## src/rtl/cart_map_pkg.sv

```systemverilog
package cart_map_pkg;
  localparam int unsigned NUM_REGS = 8;
  localparam int unsigned RAW_W    = 16;

  typedef logic [NUM_REGS-1:0][7:0] bank_file_t;

  function automatic int unsigned bank_bits(input int unsigned n);
    return (n > 1) ? $clog2(n) : 1;
  endfunction
endpackage

```

## src/rtl/bank_wrap.sv

```systemverilog
module bank_wrap #(
  parameter int unsigned N  = 6,
  parameter int unsigned OW = 3
) (
  input  logic [cart_map_pkg::RAW_W-1:0] raw_i,
  output logic [OW-1:0]                  bank_o
);
  logic unused_raw;
  assign unused_raw = ^raw_i;

  generate
    if (N == 1) begin : g_single
      assign bank_o = '0;
    end else if ((N & (N - 1)) == 0) begin : g_pow2
      assign bank_o = raw_i[OW-1:0];
    end else begin : g_mod
      assign bank_o = OW'(int'(raw_i) % int'(N));
    end
  endgenerate
endmodule

```

## src/rtl/mapper_regs.sv

```systemverilog
module mapper_regs (
  input  logic                     clk_i,
  input  logic                     rst_ni,
  input  logic                     wr_en_i,
  input  logic [2:0]               wr_region_i,
  input  logic                     wr_odd_i,
  input  logic [7:0]               wr_data_i,
  output logic [7:0]               sel_o,
  output cart_map_pkg::bank_file_t banks_o,
  output logic                     mirror_o
);
  logic sel_we, bank_we, mir_we;

  assign sel_we  = wr_en_i && (wr_region_i == 3'b100) && !wr_odd_i;
  assign bank_we = wr_en_i && (wr_region_i == 3'b100) &&  wr_odd_i;
  assign mir_we  = wr_en_i && (wr_region_i == 3'b101) && !wr_odd_i;

  always_ff @(posedge clk_i or negedge rst_ni) begin
    if (!rst_ni) begin
      sel_o    <= '0;
      banks_o  <= '0;
      mirror_o <= 1'b0;
    end else begin
      if (sel_we)  sel_o <= wr_data_i;
      if (bank_we) banks_o[sel_o[2:0]] <= wr_data_i;
      if (mir_we)  mirror_o <= wr_data_i[0];
    end
  end
endmodule

```

## src/rtl/prg_xlat.sv

```systemverilog
module prg_xlat #(
  parameter int unsigned PRG_BANKS = 6,
  parameter int unsigned PRG_BW    = 3
) (
  input  logic              mode_i,
  input  logic [7:0]        r6_i,
  input  logic [7:0]        r7_i,
  input  logic [1:0]        slot_i,
  input  logic [12:0]       offs_i,
  output logic [PRG_BW+12:0] addr_o
);
  import cart_map_pkg::*;

  localparam logic [RAW_W-1:0] LAST = RAW_W'(PRG_BANKS - 1);
  localparam logic [RAW_W-1:0] PENULT = (PRG_BANKS > 1) ? RAW_W'(PRG_BANKS - 2) : '0;

  logic [RAW_W-1:0]  raw;
  logic [PRG_BW-1:0] bank;

  always_comb begin
    unique case ({mode_i, slot_i})
      3'b000:  raw = RAW_W'(r6_i);
      3'b001:  raw = RAW_W'(r7_i);
      3'b010:  raw = PENULT;
      3'b100:  raw = PENULT;
      3'b101:  raw = RAW_W'(r7_i);
      3'b110:  raw = RAW_W'(r6_i);
      default: raw = LAST;
    endcase
  end

  bank_wrap #(.N(PRG_BANKS), .OW(PRG_BW)) u_wrap (.raw_i(raw), .bank_o(bank));

  assign addr_o = {bank, offs_i};
endmodule

```

## src/rtl/chr_xlat.sv

```systemverilog
module chr_xlat #(
  parameter int unsigned CHR_BANKS = 40,
  parameter int unsigned CHR_BW    = 6
) (
  input  logic                     invert_i,
  input  cart_map_pkg::bank_file_t banks_i,
  input  logic [12:0]              addr_i,
  output logic [CHR_BW+9:0]        addr_o
);
  import cart_map_pkg::*;

  logic [7:0][7:0]   layout;
  logic [2:0]        page;
  logic [CHR_BW-1:0] bank;
  logic              unused_hi;

  assign unused_hi = ^{banks_i[7], banks_i[6]};

  generate
    for (genvar p = 0; p < 8; p++) begin : g_page
      if (p < 4) begin : g_pair
        assign layout[p] = {banks_i[p/2][7:1], 1'(p % 2)};
      end else begin : g_single
        assign layout[p] = banks_i[p-2];
      end
    end
  endgenerate

  // rotating an eight-entry table by four flips page bit 2
  assign page = addr_i[12:10] ^ {invert_i, 2'b00};

  bank_wrap #(.N(CHR_BANKS), .OW(CHR_BW)) u_wrap (
    .raw_i (RAW_W'(layout[page])),
    .bank_o(bank)
  );

  assign addr_o = {bank, addr_i[9:0]};
endmodule

```

## src/rtl/cart_bank_mapper.sv

```systemverilog
module cart_bank_mapper #(
  parameter int unsigned PRG_BANKS = 32,
  parameter int unsigned CHR_BANKS = 256,
  parameter int unsigned PRG_AW    = cart_map_pkg::bank_bits(PRG_BANKS) + 13,
  parameter int unsigned CHR_AW    = cart_map_pkg::bank_bits(CHR_BANKS) + 10
) (
  input  logic              clk_i,
  input  logic              rst_ni,
  input  logic              wr_en_i,
  input  logic [15:0]       wr_addr_i,
  input  logic [7:0]        wr_data_i,
  input  logic [15:0]       cpu_addr_i,
  output logic [PRG_AW-1:0] prg_addr_o,
  input  logic [12:0]       chr_addr_i,
  output logic [CHR_AW-1:0] chr_addr_o,
  output logic              mirror_horiz_o
);
  import cart_map_pkg::*;

  localparam int unsigned PRG_BW = PRG_AW - 13;
  localparam int unsigned CHR_BW = CHR_AW - 10;

  logic [7:0] sel_q;
  bank_file_t banks_q;
  logic       mirror_q;
  logic       unused_bits;

  assign unused_bits = ^{wr_addr_i[12:1], cpu_addr_i[15], sel_q[5:3]};

  mapper_regs u_regs (
    .clk_i      (clk_i),
    .rst_ni     (rst_ni),
    .wr_en_i    (wr_en_i),
    .wr_region_i(wr_addr_i[15:13]),
    .wr_odd_i   (wr_addr_i[0]),
    .wr_data_i  (wr_data_i),
    .sel_o      (sel_q),
    .banks_o    (banks_q),
    .mirror_o   (mirror_q)
  );

  prg_xlat #(.PRG_BANKS(PRG_BANKS), .PRG_BW(PRG_BW)) u_prg (
    .mode_i(sel_q[6]),
    .r6_i  (banks_q[6]),
    .r7_i  (banks_q[7]),
    .slot_i(cpu_addr_i[14:13]),
    .offs_i(cpu_addr_i[12:0]),
    .addr_o(prg_addr_o)
  );

  chr_xlat #(.CHR_BANKS(CHR_BANKS), .CHR_BW(CHR_BW)) u_chr (
    .invert_i(sel_q[7]),
    .banks_i (banks_q),
    .addr_i  (chr_addr_i),
    .addr_o  (chr_addr_o)
  );

  assign mirror_horiz_o = mirror_q;
endmodule

```

## config.mk

```make
export PLATFORM = sky130hd
export DESIGN_NAME = cart_bank_mapper
export DESIGN_NICKNAME = d
export VERILOG_FILES = /design/src/rtl/cart_map_pkg.sv /design/src/rtl/bank_wrap.sv /design/src/rtl/mapper_regs.sv /design/src/rtl/prg_xlat.sv /design/src/rtl/chr_xlat.sv /design/src/rtl/cart_bank_mapper.sv
export SDC_FILE = /design/constraint.sdc
export NUM_CORES = 1
export LEC_CHECK = 0
export ABC_AREA = 1
export BUFFER_PORTS_ARGS = -buffer_cell sky130_fd_sc_hd__buf_2
export CORE_AREA = 2 2 94 119
export CTS_CLUSTER_DIAMETER = 50
export DETAILED_ROUTE_END_ITERATION = 16
export DIE_AREA = 0 0 96 121
export SYNTH_ARGS = -nofsm -noshare
export SYNTH_HDL_FRONTEND = slang
export SYNTH_HIERARCHICAL = 1
export SYNTH_SLANG_ARGS = --single-unit
```

## constraint.sdc

```tcl
create_clock -name clk_i -period 2.1 [get_ports clk_i]
set_input_delay 0.105 -clock clk_i [delete_from_list [all_inputs] [get_ports clk_i]]
set_output_delay 0.105 -clock clk_i [all_outputs]
set_load 0.02 [all_outputs]
```

# Word level (Yosys, flattened, before mapping)
# Cells that the tools add are included.
op_classes:
  reduce_logical: 11
  eq_ne: 7
  magnitude_cmp: 3
  n_bitwise: 1
  muxes: 6
op_table:
  columns: ["operator", "n"]
  rows:
  - ["64-bit bitwise mux", 1]
  - ["8-bit binary-select mux with 3-bit select", 1]
  - ["8-bit demux with 3-bit select", 1]
  - ["8-bit two-way mux", 2]
  - ["3-bit == test, second input constant", 5]
  - ["5-bit case mux with 3 select lines", 1]
  - ["3-bit by 4-bit < comparator with 1-bit output, second input constant", 2]
  - ["1-bit logical AND", 6]
  - ["2-bit OR reduction", 3]
  - ["3-bit by 1-bit == test with 1-bit output, second input constant", 1]
  - ["3-bit by 2-bit == test with 1-bit output, second input constant", 1]
  - ["3-bit by 1-bit >= comparator with 1-bit output, second input constant", 1]
  - ["3-bit logical NOT", 1]
  - ["3-bit XOR", 1]
  - ["1-bit logical NOT", 1]
word_totals:
  regBits: 73
  inputBits: 56

# Logic depth before layout (Yosys ltp)
depth:
  depth_word: 5
  ltp_mapped: 9
  depth_no_buf: 6

# Hierarchy
# The synthesis kept the hierarchy.
by_module_without_submodules:
  columns: ["mod", "cells_per_inst", "area_per_inst_um2", "seq_area_each_um2", "n_inst"]
  rows:
  - ["mapper_regs", 343, 3045.4, 1826.8, 1]
  - ["chr_xlat", 150, 665.6, 0.0, 1]
  - ["prg_xlat", 57, 299.0, 0.0, 1]
  - ["bank_wrap at u_chr.u_wrap", 8, 60.1, 0.0, 1]
  - ["bank_wrap at u_prg.u_wrap", 5, 37.5, 0.0, 1]

# Worst setup path after synthesis
# OpenSTA, ideal clock, no wires.
synth_path:
  path_kind: "reg2reg"
  startpoint: "register u_regs.sel_o[2]"
  endpoint: "register u_regs/banks_o[24] in the netlist's numbering"
  required_time_ns: 1.983
  path_buffers: 1
  arrival_ns: 1.105
  setup_time_ns: 0.117
  path_slack_ns: 0.878
  synth_period_minus_slack_ns: 1.222
  path_stages_with_launch: 8
  path_cell_list: "dfrtp_1 > buf_4 > inv_1 > nand2_1 > nor2_2 > nand2_2 > nand2_1 > nand2_1"
synth_via:
  elab_chain_cells: 5
  word_cells_on_any_way: 6
  classes_between: "2 x order compare; 3 x mux; 1 x reduce/logical"
synth_lines:
  columns: ["item", "line", "text"]
  rows:
  - ["start, declared", "mapper_regs.sv:8", "output logic [7:0] sel_o,"]
  - ["start signal, assigned", "mapper_regs.sv:24", "if (sel_we) sel_o <= wr_data_i;"]
  - ["3-bit by 4-bit < comparator with 1-bit output (not written as such) / 3-bit by 1-bit >= comparator with 1-bit output (equally long branches)", "mapper_regs.sv:25", "if (bank_we) banks_o[sel_o[2:0]] <= wr_data_i;"]
  - ["1-bit logical AND (not written as such)", "mapper_regs.sv:25", null]
  - ["8-bit two-way mux (not written as such)", "mapper_regs.sv:25", null]
  - ["8-bit demux with 3-bit select *", null, null]
  - ["64-bit bitwise mux *", "mapper_regs.sv:25", null]
  - ["end signal, assigned by index", "mapper_regs.sv:25", null]
  - ["end, declared", "mapper_regs.sv:9", "output cart_map_pkg::bank_file_t banks_o,"]
# Every way passes the cells marked *; elsewhere a longest branch is shown, timed or not.
# A chain may end at the register's enable or synchronous reset.

# Worst setup path after layout
layout_path:
  startpoint: "register u_regs.sel_o[7]"
  endpoint: "output port chr_addr_o[10]"
layout_via:
  elab_chain_cells: 3
layout_lines:
  columns: ["item", "line", "text"]
  rows:
  - ["3-bit XOR", "chr_xlat.sv:30", "assign page = addr_i[12:10] ^ {invert_i, 2'b00};"]
  - ["8-bit binary-select mux with 3-bit select", "chr_xlat.sv:33", ".raw_i (RAW_W'(layout[page])),"]
  - ["8-bit two-way mux (not written as such)", "chr_xlat.sv:33", null]
  - ["end, declared", "cart_bank_mapper.sv:15", "output logic [CHR_AW-1:0] chr_addr_o,"]
# Every way passes these cells. The select of a mux whose other input is x is not followed.

==> qor.tcl <==
set qor(critical_path_required_ps) 2000
set qor(clock-root-buffer) {clkbuf_16}
set qor(slew_headroom) 0.4595
set qor(h_tree_levels) 3
set qor(wire_length_of_the_first_global_routing_pass_mm) 14.46
set qor(die_w_um) 96
set qor(setup_viol) 0
set qor(worst_hold_check_slack_ps) 77.50
set qor(cts_inserted_buffers) 9
set qor(leading_cell_type_in_the_layout_fill_and_taps_excluded) {nand2_1}
set qor(die-area_um2) 11620
set qor(clock_sinks) 62
set qor(category_of_the_worst_setup_path_launch_point) {flop}
set qor(syn_inst) 507
set qor(die_height_um) 121
set qor(layout-area-overhead-vs-synth_pct) 7.233
set qor(worst_hold_path_type) {input pin to flop}
set qor(timing_max_transition_violations_final) 0
set qor(cts_tree) {yes}
set qor(drcViolationCount) 0
set qor(power_leakage_nw) 2.158
set qor(finish.net_count) 550
set qor(hold_start) {wr_en_i}
set qor(floorplan.core_area_um2) 10460
set qor(critical-path-slowest-cell) {dfrtp_1}
set qor(reg2reg_from) {u_regs/sel_o[0]}
set qor(setup.worst_path.end_class) {output pin}
set qor(tightest_slew_ps) 810.8
set qor(dr.first_iter.drc_count) 300
set qor(worst_ep_arrival_time_ps) 1590
set qor(timing.clock.skew_ps) 4.838
set qor(worst_path_class_setup) {flop to output pin}
set qor(place_hpwl_mm) 5.897
set qor(insertion_delay_ps) 320
set qor(syn_area_per_cell_um2) 7.199
set qor(io_buffers) 33
set qor(finalWeightedCongestion) 0.8340
set qor(routed-via-count) 2941
set qor(final_min_period_over_clock_period) 0.8091
set qor(start_util) 0.3490
set qor(p_total_mw) 3.597
set qor(hold_end) {u_regs/mirror_o}
set qor(netlist_area_um2) 3650
set qor(ff2ff_setup_slack_ps) 560
set qor(grt.total_usage) 0.1669
set qor(synthesis.nets) 563
set qor(drt_pass1_iterations) 4
set qor(synth.yosys.warnings) 6
set qor(worst-path-max-fanout) 10
set qor(maxCapViolations) 0
set qor(drtAntennaViolNets) 0
set qor(finalSetupTns_ps) 0
set qor(rsz0062_at_grt) {false}
set qor(most-common-layout-cells) {nand2_1, nand3_1, dfrtp_1}
set qor(timing.critical_path.cells) {xor2_4 -> nand3_1 -> nand2_1 -> buf_2}
set qor(ios) 93
set qor(clk_pin_slew_ps) 50
set qor(dpl_cell_area_um2) 3602
set qor(grt.overflow.total) 0
set qor(antenna_found_initial) 0
set qor(report.final.hold_viol_count) 0
set qor(worstReg2RegEnd) {u_regs/banks_o[29]}
set qor(postRouteWirelength_mm) 8.696
set qor(ant_diodes) 0
set qor(hold_depth) 3
set qor(post-route-cell-area_um2) 3914
set qor(outcome) {complete, no violations}
set qor(reg2regPathDepth) 5
set qor(cts.path.max_buffers) 2
set qor(first_global_vias) 2945
set qor(power_density_nw_per_um2) 919.1
set qor(grt_start_max_net_pins) 65
set qor(fmax_mhz) 588.5
set qor(ir_worst_vdd_mv) 0.4808
set qor(final_layout_size_suffix_gt1_frac) 0.1643
set qor(post_drt_via_cell_ratio) 4.661
set qor(layout_min_cycle_time_ps) 1699
set qor(utilization) 0.3743
set qor(route.detailed.wl_per_inst_um) 13.78
set qor(worst_path_largest_cell_delay_ps) 440
set qor(rows) 42
-- per-stage QoR --
step           cells  setup slack [ps]
2_1_floorplan    507             878.5
4_1_cts          631             346.3
3_5_place_dp     614             577.1
5_1_grt          631             269.2
6_report         631             400.9
3_3_place_gp     614             603.8
-- worst max-delay path by stage --
stage          slack, ps  depth (start not counted)             from            endpoint
2_1_floorplan        880                          7  u_regs/sel_o[2]  u_regs/banks_o[25]
3_3_place_gp         600                          5  u_regs/sel_o[0]  u_regs/banks_o[28]
3_5_place_dp         580                          5  u_regs/sel_o[0]  u_regs/banks_o[29]
4_1_cts              350                          4  u_regs/sel_o[7]      chr_addr_o[10]
5_1_grt              270                          4  u_regs/sel_o[7]      chr_addr_o[10]
6_report             400                          4  u_regs/sel_o[7]      chr_addr_o[10]
-- worst max-delay path, delay by kind of cell, from the launching register on --
kind | cells | cell delay, ps
buffers and inverters | 1 | 160
XOR/XNOR | 1 | 390
AND/OR/NAND/NOR | 2 | 270
flip-flops | 1 | 440
-- flip-flops by register name (all words and copies together), names as in the netlist --
signal and cells:
u_regs/mirror_o 1, u_regs/sel_o 5, u_regs/banks_o 56
-- layer usage --
metal,global-route usage,up-vias,share of wire
li1,-,1492,-
met2,0.2726,72,0.52
met3,0.02919,13,0.045
met5,0,-,0
met4,0.09107,0,0.016
met1,0.2059,1364,0.42
-- layout make-up --
class	count	area (um2)
inverters	40	153.9
clock inverters	4	45.04
flip-flops and latches	62	1551
well taps	132	165.2
fillers	1125	6544
clock buffers	12	256.5
multi-input cells	343	1524
repair buffers	38	217.7
-- power by group --
part,total (mW),switching [mW],leakage (nW),internal [mW]
clock,1.48,0.504,0.152,0.976
combinational,0.667,0.459,1.17,0.208
sequential,1.45,0.111,0.840,1.34
-- repair_timing --
item / in CTS / in global routing
setup buffers: 0 / 0
resized for setup: 0 / 0
setup endpoints to repair: 0 / 0
hold endpoints to repair: 57 / 0
hold buffers: 1 / 0
Note: power is estimated with default switching activity, not from simulation.
